`src/rtl/pwm_edge_pkg.sv`:
```
package pwm_edge_pkg;
  localparam int unsigned AW = 8;
  localparam int unsigned DATA_W = 32;
  localparam int unsigned VAL_W = 8;
  localparam logic [AW-1:0] A_PRESC = 8'h00;
  localparam logic [AW-1:0] A_PER   = 8'h04;
  localparam logic [AW-1:0] A_EN_LO = 8'h08;
  localparam logic [AW-1:0] A_EN_HI = 8'h0C;
  localparam logic [AW-1:0] A_SYNC  = 8'hE4;
  localparam logic [AW-1:0] CH_BASE = 8'h10;
  localparam int unsigned CH_STRIDE = 8;
endpackage

```
`src/rtl/pwm_timebase.sv`:
```
module pwm_timebase
  import pwm_edge_pkg::*;
(
  input  logic             clk_i,
  input  logic             rst_ni,
  input  logic [VAL_W-1:0] prescale_i,
  input  logic [VAL_W-1:0] period_i,
  output logic [VAL_W-1:0] step_o,
  output logic             wrap_o
);
  logic [VAL_W-1:0] pre_cnt_q, pre_lim_q, step_q;
  logic tick;

  assign tick   = (pre_cnt_q == pre_lim_q);
  // >= so a period shrunk below the counter still wraps at once
  assign wrap_o = tick && (step_q >= period_i);
  assign step_o = step_q;

  always_ff @(posedge clk_i or negedge rst_ni) begin
    if (!rst_ni) begin
      pre_cnt_q <= '0;
      pre_lim_q <= '0;
      step_q    <= '0;
    end else if (tick) begin
      pre_cnt_q <= '0;
      pre_lim_q <= prescale_i;
      step_q    <= wrap_o ? '0 : step_q + 1'b1;
    end else begin
      pre_cnt_q <= pre_cnt_q + 1'b1;
    end
  end


  presc_hold_chk: assert property (@(posedge clk_i) disable iff (!rst_ni)
    !tick |=> $stable(pre_lim_q));

  wrap_zero_chk: assert property (@(posedge clk_i) disable iff (!rst_ni)
    wrap_o |=> step_o == '0);

  step_inc_chk: assert property (@(posedge clk_i) disable iff (!rst_ni)
    tick && !wrap_o |=> step_o == $past(step_o) + 1'b1);
endmodule

```
`src/rtl/pwm_chan.sv`:
```
module pwm_chan
  import pwm_edge_pkg::*;
(
  input  logic             clk_i,
  input  logic             rst_ni,
  input  logic             en_i,
  input  logic [VAL_W-1:0] rise_i,
  input  logic [VAL_W-1:0] fall_i,
  input  logic [VAL_W-1:0] step_i,
  output logic             out_o
);
  logic live;
  assign live = en_i && (rise_i != fall_i);

  always_ff @(posedge clk_i or negedge rst_ni) begin
    if (!rst_ni)                out_o <= 1'b0;
    else if (!live)             out_o <= 1'b0;
    else if (step_i == rise_i)  out_o <= 1'b1;
    else if (step_i == fall_i)  out_o <= 1'b0;
  end


  dis_low_chk: assert property (@(posedge clk_i) disable iff (!rst_ni)
    !en_i |=> !out_o);

  eq_low_chk: assert property (@(posedge clk_i) disable iff (!rst_ni)
    rise_i == fall_i |=> !out_o);

  rise_hi_chk: assert property (@(posedge clk_i) disable iff (!rst_ni)
    en_i && rise_i != fall_i && step_i == rise_i |=> out_o);

  fall_lo_chk: assert property (@(posedge clk_i) disable iff (!rst_ni)
    en_i && rise_i != fall_i && step_i == fall_i |=> !out_o);
endmodule

```
`src/rtl/pwm_regs.sv`:
```
module pwm_regs
  import pwm_edge_pkg::*;
#(
  parameter int unsigned CH_N = 16
) (
  input  logic                       clk_i,
  input  logic                       rst_ni,
  input  logic                       psel_i,
  input  logic                       penable_i,
  input  logic                       pwrite_i,
  input  logic [AW-1:0]              paddr_i,
  input  logic [DATA_W-1:0]          pwdata_i,
  output logic [DATA_W-1:0]          prdata_o,
  input  logic                       wrap_i,
  output logic [VAL_W-1:0]           prescale_o,
  output logic [VAL_W-1:0]           period_o,
  output logic [CH_N-1:0]            en_o,
  output logic [CH_N-1:0][VAL_W-1:0] rise_o,
  output logic [CH_N-1:0][VAL_W-1:0] fall_o
);
  localparam int unsigned IDX_W = $clog2(CH_N);
  localparam logic [AW-1:0] CH_SPAN = AW'(CH_N * CH_STRIDE);

  logic [VAL_W-1:0] presc_q, per_sh_q, per_act_q, en_lo_q, en_hi_q, sync_q;
  logic [CH_N-1:0][VAL_W-1:0] rise_sh_q, fall_sh_q, rise_act_q, fall_act_q;
  logic [VAL_W-1:0] wd;
  logic [AW-1:0] ch_off;
  logic [IDX_W-1:0] idx;
  logic wr, ch_hit, is_fall, staged;
  logic unused_hi;

  assign wd        = pwdata_i[VAL_W-1:0];
  assign unused_hi = ^pwdata_i[DATA_W-1:VAL_W];
  assign wr      = psel_i && penable_i && pwrite_i;
  assign ch_off  = paddr_i - CH_BASE;
  assign ch_hit  = (paddr_i >= CH_BASE) && (ch_off < CH_SPAN) && (paddr_i[1:0] == 2'b00);
  assign idx     = ch_off[3 +: IDX_W];
  assign is_fall = paddr_i[2];
  assign staged  = sync_q[0];

  always_ff @(posedge clk_i or negedge rst_ni) begin
    if (!rst_ni) begin
      presc_q    <= '0;
      per_sh_q   <= '0;
      per_act_q  <= '0;
      en_lo_q    <= '0;
      en_hi_q    <= '0;
      sync_q     <= '0;
      rise_sh_q  <= '0;
      fall_sh_q  <= '0;
      rise_act_q <= '0;
      fall_act_q <= '0;
    end else begin
      // shadows equal actives when not staged, so the copy is harmless then
      if (wrap_i) begin
        per_act_q  <= per_sh_q;
        rise_act_q <= rise_sh_q;
        fall_act_q <= fall_sh_q;
      end
      if (wr) begin
        case (paddr_i)
          A_PRESC: presc_q <= wd;
          A_PER: begin
            per_sh_q <= wd;
            if (!staged) per_act_q <= wd;
          end
          A_EN_LO: en_lo_q <= wd;
          A_EN_HI: en_hi_q <= wd;
          A_SYNC:  sync_q  <= wd;
          default: begin
            if (ch_hit && is_fall) begin
              fall_sh_q[idx] <= wd;
              if (!staged) fall_act_q[idx] <= wd;
            end else if (ch_hit) begin
              rise_sh_q[idx] <= wd;
              if (!staged) rise_act_q[idx] <= wd;
            end
          end
        endcase
      end
    end
  end

  always_comb begin
    prdata_o = '0;
    case (paddr_i)
      A_PRESC: prdata_o[VAL_W-1:0] = presc_q;
      A_PER:   prdata_o[VAL_W-1:0] = per_sh_q;
      A_EN_LO: prdata_o[VAL_W-1:0] = en_lo_q;
      A_EN_HI: prdata_o[VAL_W-1:0] = en_hi_q;
      A_SYNC:  prdata_o[VAL_W-1:0] = sync_q;
      default:
        if (ch_hit) prdata_o[VAL_W-1:0] = is_fall ? fall_sh_q[idx] : rise_sh_q[idx];
    endcase
  end

  assign prescale_o = presc_q;
  assign period_o   = per_act_q;
  assign en_o       = CH_N'({en_hi_q, en_lo_q});
  assign rise_o     = rise_act_q;
  assign fall_o     = fall_act_q;


  sync_hold_chk: assert property (@(posedge clk_i) disable iff (!rst_ni)
    staged && !wrap_i |=> $stable(period_o) && $stable(rise_o) && $stable(fall_o));

  direct_per_chk: assert property (@(posedge clk_i) disable iff (!rst_ni)
    wr && paddr_i == A_PER && !staged |=> period_o == $past(wd));
endmodule

```
`src/rtl/pwm_edge_bank.sv`:
```
module pwm_edge_bank
  import pwm_edge_pkg::*;
#(
  parameter int unsigned CH_N = 16
) (
  input  logic              clk_i,
  input  logic              rst_ni,
  input  logic              psel_i,
  input  logic              penable_i,
  input  logic              pwrite_i,
  input  logic [AW-1:0]     paddr_i,
  input  logic [DATA_W-1:0] pwdata_i,
  output logic [DATA_W-1:0] prdata_o,
  output logic [CH_N-1:0]   pwm_o
);
  logic [VAL_W-1:0] prescale, period, step;
  logic wrap;
  logic [CH_N-1:0] en;
  logic [CH_N-1:0][VAL_W-1:0] rise, fall;

  pwm_regs #(.CH_N(CH_N)) u_regs (
    .clk_i, .rst_ni, .psel_i, .penable_i, .pwrite_i, .paddr_i, .pwdata_i, .prdata_o,
    .wrap_i(wrap), .prescale_o(prescale), .period_o(period),
    .en_o(en), .rise_o(rise), .fall_o(fall)
  );

  pwm_timebase u_tb (
    .clk_i, .rst_ni, .prescale_i(prescale), .period_i(period),
    .step_o(step), .wrap_o(wrap)
  );

  for (genvar c = 0; c < CH_N; c++) begin : g_ch
    pwm_chan u_ch (
      .clk_i, .rst_ni, .en_i(en[c]), .rise_i(rise[c]), .fall_i(fall[c]),
      .step_i(step), .out_o(pwm_o[c])
    );
  end


  rst_low_chk: assert property (@(posedge clk_i) $rose(rst_ni) |-> pwm_o == '0);
endmodule

```
`config.mk`:
```
export PLATFORM = sky130hd
export DESIGN_NAME = pwm_edge_bank
export DESIGN_NICKNAME = d
export VERILOG_FILES = /design/src/rtl/pwm_edge_pkg.sv /design/src/rtl/pwm_timebase.sv /design/src/rtl/pwm_chan.sv /design/src/rtl/pwm_regs.sv /design/src/rtl/pwm_edge_bank.sv
export SDC_FILE = /design/constraint.sdc
export NUM_CORES = 1
export LEC_CHECK = 0
export ABC_CLOCK_PERIOD_IN_PS = 8800
export CAP_MARGIN = 25
export CELL_PAD_IN_SITES_DETAIL_PLACEMENT = 0
export CELL_PAD_IN_SITES_GLOBAL_PLACEMENT = 1
export CORE_AREA = 3 3 293 295
export CTS_CLUSTER_SIZE = 28
export DETAILED_ROUTE_END_ITERATION = 16
export DIE_AREA = 0 0 296 298
export DONT_BUFFER_PORTS = 1
export GPL_ROUTABILITY_DRIVEN = 0
export PLACE_DENSITY_LB_ADDON = 0.1
export SLEW_MARGIN = 20
export SYNTH_ARGS = -nofsm -noshare
export SYNTH_HDL_FRONTEND = slang
export SYNTH_SLANG_ARGS = --single-unit
```
`constraint.sdc`:
```
create_clock -name clk_i -period 8.8 [get_ports clk_i]
set_clock_uncertainty 0.2 [all_clocks]
set_input_delay 0.88 -clock clk_i [delete_from_list [all_inputs] [get_ports clk_i]]
set_output_delay 0.88 -clock clk_i [all_outputs]
set_load 0.02 [all_outputs]
```
After elaboration in Yosys (flattened, before gate mapping)
Cells that the tools add are included.

Word-level logic and storage cells: 279. Output and inout port bits: 48. Input port bits: 45. Bits in registers: 600.

Order comparisons: 5. Eq/ne operators: 69. Reductions and logical operators: 33. Bitwise gates (word level): 2. Add/sub/neg operators: 3. Mux-type cells: 78.

Operators with widths (number): two-way mux 128 bit (11); bitwise mux 128 bit (4); == test 8 bit (33); inequality test 8 bit (16); two-way mux 8 bit (11); binary-select mux 8 bit (select 4 bit) (2); two-way mux 1 bit (48); inequality test 3 bit (second input constant) (16); one-hot mux 8 bit (5 select lines) (1); demux 8 bit (select 4 bit) (1); logical AND 1 bit (23); adder 8 x 1 -> 8 bit (second input constant) (2); == test 8 x 4 -> 1 bit (second input constant) (2); AND reduction 2 bit (5); == test 8 x 3 -> 1 bit (second input constant) (1); == test 8 bit (second input constant) (1); >= comparator 8 x 5 -> 1 bit (second input constant) (1); >= comparator 8 bit (1); zero test 8 bit (1); < comparator 8 bit (second input constant) (1); subtractor 8 x 5 -> 8 bit (second input constant) (1); < comparator 4 x 5 -> 1 bit (second input constant) (1); OR reduction 5 bit (1); >= comparator 4 x 1 -> 1 bit (second input constant) (1); 4 further kinds (5).

Logic depth before layout (Yosys ltp)
Gate-level depths: netlist of run 1.

Word-level depth: 11. Depth in mapped cells: 13. Mapped depth without buffers: 8.

Modules after synthesis
A second synthesis of run 1 with hierarchy kept.

Cells, all modules: 2870. Area, all modules: 32688.9 um^2.

By module, submodules not included: pwm_regs (cells each 2168, times used 1, area an instance 26477.9 um^2); pwm_chan (cells each 35, times used 16, area an instance 304.0 um^2); pwm_timebase (cells each 142, times used 1, area an instance 1346.3 um^2).

Least setup slack after synthesis of run 1
Ideal clock, no wire load.

Kind: input -> output. Start point: input paddr_i[4]. End point: output prdata_o[1]. Data required time: 7720 ps. Arrival time: 3593 ps. Buffers on the path: 5. Slack: 4127 ps. Stages: 12. Cell sequence: buf_6 -> buf_2 -> inv_2 -> buf_1 -> ha_1 -> xor2_1 -> buf_2 -> buf_2 -> a211oi_1 -> a31oi_1 -> o21ai_0 -> o21ai_0.

Cells in the longest elaborated chain, start to end: 6. Elaborated cells between the ends (all ways): 17.

RTL lines: from (decl) (line pwm_edge_bank.sv:11) `input logic [AW-1:0] paddr_i,`; subtractor 8 x 5 -> 8 bit (line pwm_regs.sv:35) `assign ch_off = paddr_i - CH_BASE;`; < comparator 8 bit / binary-select mux 8 bit (select 4 bit) (equally long branches) (line pwm_regs.sv:36, pwm_regs.sv:93); logical AND 1 bit / two-way mux 8 bit (equally long branches) (2 in series) (line pwm_regs.sv:36, pwm_regs.sv:93); two-way mux 8 bit (line pwm_regs.sv:93) `if (ch_hit) prdata_o[VAL_W-1:0] = is_fall ? fall_sh_q[idx] : rise_sh_q[idx];`; one-hot mux 8 bit (5 select lines) * (line pwm_regs.sv:86) `case (paddr_i)`; to (decl) (line pwm_edge_bank.sv:13) `output logic [DATA_W-1:0] prdata_o,`.

Every way passes the cells marked *; elsewhere a longest branch is shown, timed or not. The select of a mux whose other input is x is not followed.

Worst setup path in the final report of run 1
Start point: input paddr_i[4]. End point: output prdata_o[2].

The elaborated chain is that of the path after synthesis.

==> results of run 1 <==
## worst max-delay path by stage
stage	cells after the start	start	slack, ns	to
after floorplan	12	paddr_i[4]	4.13	prdata_o[1]
after global placement	9	paddr_i[4]	3.03	prdata_o[6]
after detailed placement	9	paddr_i[4]	3.08	prdata_o[1]
after CTS	9	paddr_i[4]	3.08	prdata_o[1]
after global routing	9	paddr_i[4]	3.38	prdata_o[6]
final	9	paddr_i[4]	3.41	prdata_o[2]
## timing repair
item | 4_1_cts | 5_1_grt
endpoints found under the hold margin | 600 | 600
endpoints found under the setup margin | 0 | 0
buffers inserted | 0 | 0
## synthesized netlist by cell type (3+ instances only)
library cell	number	share of area, %
xor2_1	136	3.7
nor3_4	4	0.20
nor2b_1	9	0.17
o21ai_0	45	0.69
mux2i_1	71	2.2
nor4_1	35	0.68
mux2_2	294	10
a221oi_1	6	0.16
buf_1	27	0.31
buf_2	59	0.91
a21oi_1	77	1.2
buf_4	41	0.95
and3_1	7	0.13
buf_6	3	0.10
a32oi_1	12	0.32
clkbuf_1	139	1.6
nand2b_1	3	0.058
xnor2_1	265	7.2
a22oi_1	8	0.19
nor2_2	21	0.41
nor2_1	301	3.5
and2_1	6	0.12
nand4_1	77	1.5
mux4_2	66	4.6
mux2_4	16	0.74
o31ai_1	5	0.12
ha_1	13	0.50
nand2_1	485	5.6
nor3_1	9	0.14
or3_1	3	0.058
nand3_1	51	0.79
inv_1	11	0.13
dfrtp_1	600	46
a31oi_1	207	4.0
## cell families (layout without fill, tap and decap cells)
| family | after synthesis | in the layout | share of synthesized area [%] |
|---|---|---|---|
| other | 1 | 24 | 0.0116 |
| AO/OA/AOI/OAI | 369 | 369 | 6.91 |
| adder cells (fa/ha/maj) | 13 | 13 | 0.501 |
| AND/OR/NAND/NOR | 1023 | 1023 | 13.7 |
| multiplexers | 447 | 447 | 17.7 |
| XOR/XNOR | 402 | 402 | 10.9 |
| buffers and inverters | 281 | 164 | 4.02 |
| flip-flops | 600 | 600 | 46.3 |
## sequential cells by signal (all words and copies together), names as in the netlist, 16 cells and up
name,count
g_ch.u_ch.out_o,16
u_regs.fall_o,128
u_regs.rise_o,128
u_regs.rise_sh_q,128
u_regs.fall_sh_q,128
## area by class of cell
| cell class | instances | area [um^2] |
|---|---|---|
| multi-input cells | 2278 | 16300 |
| well taps | 1080 | 1350 |
| fillers | 7955 | 48100 |
| flip-flops and latches | 600 | 15000 |
| inverters | 12 | 45.0 |
| clock inverters | 22 | 256 |
| clock buffers | 110 | 2190 |
| repair buffers | 20 | 196 |
## metal layers
metal | vias up | global-route usage [%] | wire (um)
li1 | 10500 | - | -
met1 | 12400 | 35.3 | 49800
met2 | 669 | 42.4 | 54000
met3 | 142 | 3.78 | 5650
met4 | 0 | 6.34 | 2860
met5 | - | 0 | 0
## stage by stage
step	setup WS (ns)	instance area [um^2]
6_report	3.41	35300
3_3_place_gp	3.03	32800
3_5_place_dp	3.08	32800
4_1_cts	3.08	35300
2_1_floorplan	4.13	32500
5_1_grt	3.38	35300
## critical path, cell delays in order
cell and delay (ns):
inv_2 0.48, ha_1 0.45, xor2_4 0.39, buf_12 0.36, mux4_2 0.56, mux2i_1 0.51, a32oi_1 0.12, nand3_1 0.22
nand2_1 0.26
## power breakdown
group          switching (mW)  leakage [nW]  total [mW]  internal, mW
sequential              0.133          6.99        2.98          2.85
clock                    1.24          1.20        3.08          1.84
combinational           0.707          7.54        1.16         0.455
total                    2.08          15.7        7.23          5.15
## cell usage in the layout, fill, tap and decap left out, drive strengths merged, types with 36 or more instances in the layout
cell,instances
xor2,136
clkbuf,110
a21oi,77
mux2i,71
dfrtp,600
nand2,485
nor2,322
o21ai,46
xnor2,266
nand4,77
nand3,53
mux2,310
nor4,36
mux4,66
a31oi,207
==> key figures, run 1 <==
Status
  • Status: finished, violations left
  • Violated checks: negative hold slack, max-slew violations

Yosys
  • Distinct cells, synth: 54
  • Post-synth top flop: dfrtp_1
  • Seq cells post-synth: 600
  • Post-synthesis sequential area ratio: 46.3%
  • EDFF count, synth: 0
  • Mean area per synthesized cell: 10.3 um^2
  • Post-synth ARST share: 100%
  • Syn. warnings: 0
  • Mapped Area: 0.0324 mm^2
  • Gate count of the mapped netlist: 3136

Clocking
  • CTS clk-pin slew, worst paths: 0.06 ns
  • Post-CTS Resized: 0
  • Clock sinks: 600
  • Num CTS Buffers: 74
  • Worst skew pair latency: 0.62 ns
  • Depth of the CTS H-tree: 3
  • CTS max path bufs: 3
  • CTS tree: done
  • Clock root buffer: clkbuf_16

Power and ir drop
  • Leakage power: 15.7 nW
  • Total Power: 7.23 mW
  • Pwr dens: 205 mW/mm^2
  • VDD IR max: 0.000170 V

GRT
  • First-pass GRT wire length: 167 mm
  • Antenna violations before repair: 0
  • Number of global-route vias before repair: 23800
  • Largest net degree at the start of global routing: 601
  • Gr usage total: 25.6%
  • GR Overflow Total: 0

Routing
  • Via density per instance: 5.75
  • Avg WL per Cell: 27.3 um
  • Number of routed nets with antenna violations: 0
  • Number of remaining DRC errors: 0
  • Initial drt markers: 1875
  • Final wirelength: 112 mm
  • Via Count: 23700
  • Drt pass-1 iters: 6

Floorplan
  • Core ar.: 0.0834 mm^2
  • # IOs: 93
  • Die area: 0.0882 mm^2
  • Die width: 296 um
  • Initial Util: 38.9%
  • Die Ht: 298 um
  • Row cnt: 106

Timing
  • Tmin final: 5.39 ns
  • Final Slew Violations: 257
  • Max_slew headroom: -53.8%
  • Final Hold Fails: 254
  • Fin Hold WS: -0.246 ns
  • Slew @ Worst Pin: 2.31 ns
  • Period utilization: 61.2%
  • Achievable Freq: 186 MHz
  • Final setup viols: 0
  • RSZ-0062 raised after global routing: false
  • Setup_tns: 0 ns

Final layout
  • Nets@finish: 3044
  • Final Util: 42.3%
  • Layout Cells excl Fill: 4122
  • Share of cells above drive strength 1: 18.3%
  • Antenna cell count: 0
  • Area growth from synthesis to layout: 8.89%

Setup path
  • WP data arrival: 4.31 ns
  • Worst reg2reg path depth: 9
  • Crit Path Category: primary input to output pin
  • Worst reg2reg path startpoint: u_tb.step_o[2]$_DFFE_PN0N_
  • Reg-to-Reg End: u_regs.rise_o[7]$_DFF_PN0_
  • Critical path capture point type: output pin
  • CP startpoint kind: primary input
  • Flop2flop setup slack: 4.35 ns
  • Req. time, crit path: 7.72 ns
  • Crit Path Max Fanout: 46

Placed design
  • Placed insts: 3988
  • Port Buffers: 0
  • Hpwl dp: 71.5 mm

Hold path
  • Hold WC Path Type: primary input to async pin

Run
  • Max-Cap Viols: 0
(Power assumes the default switching activity.)
==> inputs of run 2 (changes only) <==
Settings changed: ABC_CLOCK_PERIOD_IN_PS 8800 to 5050.
Clock period 8.8 ns to 5.05 ns, I/O delays scaled along.
==> key figures, run 2 (synthesis results as in run 1) <==
Timing
  • Final Slew Violations: 516 (was 257)
  • Final setup viols: 0 (unchanged)
  • Worst Slack Setup Final: 1.12 ns (was 3.41 ns)
  • Setup_tns: 0 ns (unchanged)
  • RSZ-0062 raised after global routing: false (unchanged)
  • Tmin final: 3.93 ns
  • Achievable Freq: 254 MHz
  • Slew @ Worst Pin: 3.89 ns (was 2.31 ns)
  • Final Hold Fails: 212 (was 254)
  • Max_slew headroom: -159% (was -53.8%)
  • Period utilization: 77.9%
  • Fin Hold WS: -0.592 ns (was -0.246 ns)

Routing
  • Via Count: 23700 (about the same)
  • Avg WL per Cell: 27.4 um (was 27.3 um)
  • Final wirelength: 113 mm (was 112 mm)
  • Number of routed nets with antenna violations: 0 (unchanged)
  • Number of remaining DRC errors: 0 (unchanged)
  • Initial drt markers: 1989 (was 1875)
  • Drt pass-1 iters: 6 (unchanged)
  • Via density per instance: 5.74 (was 5.75)

Setup path
  • CP startpoint kind: primary input (unchanged)
  • Worst reg2reg path startpoint: u_regs.period_o[6]$_DFF_PN0_ (was u_tb.step_o[2]$_DFFE_PN0N_)
  • Critical Path Source: paddr_i[4] (unchanged)
  • Reg-to-Reg End: u_regs.fall_o[84]$_DFF_PN0_ (was u_regs.rise_o[7]$_DFF_PN0_)
  • WP data arrival: 3.23 ns (was 4.31 ns)
  • Crit Path Max Fanout: 48 (was 46)
  • Flop2flop setup slack: 1.52 ns (was 4.35 ns)
  • Worst reg2reg path depth: 9 (unchanged)
  • Critical path capture point type: output pin (unchanged)
  • Crit Path Category: primary input to output pin (unchanged)
  • Req. time, crit path: 4.35 ns (was 7.72 ns)

Final layout
  • Layout Cells excl Fill: 4136 (was 4122)
  • Antenna cell count: 0 (unchanged)
  • Nets@finish: 3057 (was 3044)
  • Area growth from synthesis to layout: 9.59% (was 8.89%)
  • Most frequent cells in the layout: dfrtp_1, nand2_1, nor2_1 (unchanged)
  • Leading cell type in the layout, fill and taps excluded: dfrtp_1 (unchanged)
  • Share of cells above drive strength 1: 18.7% (was 18.3%)

Clocking
  • CTS tree: done (unchanged)
  • Post-CTS setup buffer count: 0 (unchanged)
  • Worst skew pair latency: 0.61 ns (was 0.62 ns)
  • Clock root buffer: clkbuf_16 (unchanged)
  • Post-CTS Resized: 0 (unchanged)
  • CTS clk-pin slew, worst paths: 0.06 ns (about the same)
  • Depth of the CTS H-tree: 3 (unchanged)
  • Hold buffers post-CTS: 8
  • Num CTS Buffers: 73 (was 74)
  • Clock sinks: 600 (unchanged)
  • CTS max path bufs: 3 (unchanged)

Power and ir drop
  • Sequential share of power: 40.6% (was 41.3%)
  • Comb pwr share: 17.5% (was 16.1%)
  • Pwr dens: 356 mW/mm^2 (was 205 mW/mm^2)
  • Switching share of power: 29.5% (was 28.8%)
  • Int Power: 8.93 mW (was 5.15 mW)
  • Total Power: 12.7 mW (was 7.23 mW)
  • Net Switching: 3.74 mW (was 2.08 mW)
  • VDD IR max: 0.000466 V (was 0.000170 V)
  • Clock share of power: 41.8% (was 42.6%)
  • Leakage power: 15.8 nW (was 15.7 nW)

Status
  • Status: finished, violations left (unchanged)
  • Violated checks: negative hold slack, max-slew violations (unchanged)

Placed design
  • Placed insts: 3995 (was 3988)
  • DP Worst Slack: 1.27 ns (was 3.08 ns)
  • Hpwl dp: 71.6 mm (was 71.5 mm)
  • Port Buffers: 0 (unchanged)

GRT
  • Gr usage total: 25.7% (was 25.6%)
  • Number of global-route vias before repair: 24200 (was 23800)
  • First-pass GRT wire length: 168 mm (was 167 mm)
  • Antenna violations before repair: 1 (was 0)
  • GR Overflow Total: 0 (unchanged)
  • Largest net degree at the start of global routing: 601 (unchanged)

Floorplan
  • Core ar.: 0.0834 mm^2 (unchanged)
  • # IOs: 93 (unchanged)
  • Die area: 0.0882 mm^2 (unchanged)
  • Initial Util: 38.9% (unchanged)
  • Row cnt: 106 (unchanged)
  • Die width: 296 um (unchanged)
  • Die Ht: 298 um (unchanged)

Hold path
  • Hold WC Path Type: primary input to async pin (unchanged)

Run
  • Max-Cap Viols: 0 (unchanged)
[run 2: cell types whose count changed in the layout (fill, tap and decap cells not counted), moves of 2 or more]
cell	change
buf_12	+3
buf_16	+7
buf_4	+4
clkbuf_8	-2
clkinv_2	+4
clkinv_8	-3
clkinvlp_4	+2
[run 2: routing by layer]
layer	wire length, um	GRT usage, %
met5	0	0
met4	3630	8.22
met3	6080	4.17
met2	54000	42.5
met1	49500	34.6
[run 2: stage by stage]
step / cell area, um^2 / util [%]
global placement: 32900 / 39.5
detailed placement: 32900 / 39.5
floorplan: 32500 / -
global route: 35500 / 42.6
finish: 35500 / 42.6
CTS: 35500 / 42.6
[run 2: cell type report]
type / instances / area [um^2]
clock buffer: 108 / 2180
sequential: 600 / 15000
clock inverter: 24 / 213
timing repair buffer: 34 / 473
tap: 1080 / 1350
inverter: 12 / 45.0
fill: 7953 / 47900
multi-input combinational: 2278 / 16300
[run 2: power groups by stage]
stage	logic [mW]	clock network (mW)	registers, mW
2_1_floorplan	1.58	0	5.16
3_3_place_gp	2.06	0	5.23
3_5_place_dp	2.09	0	5.23
4_1_cts	2.23	5.43	5.15
5_1_grt	2.37	5.61	5.16
6_report	2.22	5.30	5.15
[run 2: how the worst max path moves through the flow]
stage / slack (ns) / cells after the start / end
4_1_cts: 1.27 / 10 / prdata_o[6]
2_1_floorplan: 1.13 / 12 / prdata_o[1]
6_report: 1.12 / 10 / prdata_o[6]
3_5_place_dp: 1.27 / 10 / prdata_o[6]
3_3_place_gp: 1.24 / 10 / prdata_o[6]
5_1_grt: 1.04 / 9 / prdata_o[4]
[run 2: worst max-delay path, cell delays in order]
cell     delay [ns]
inv_2          0.09
ha_1           0.33
xor2_4         0.21
buf_12         0.34
mux4_2         0.61
nand2_1        0.11
nand3_1        0.21
o21ai_0        0.17
o21ai_0        0.25
buf_4          0.26
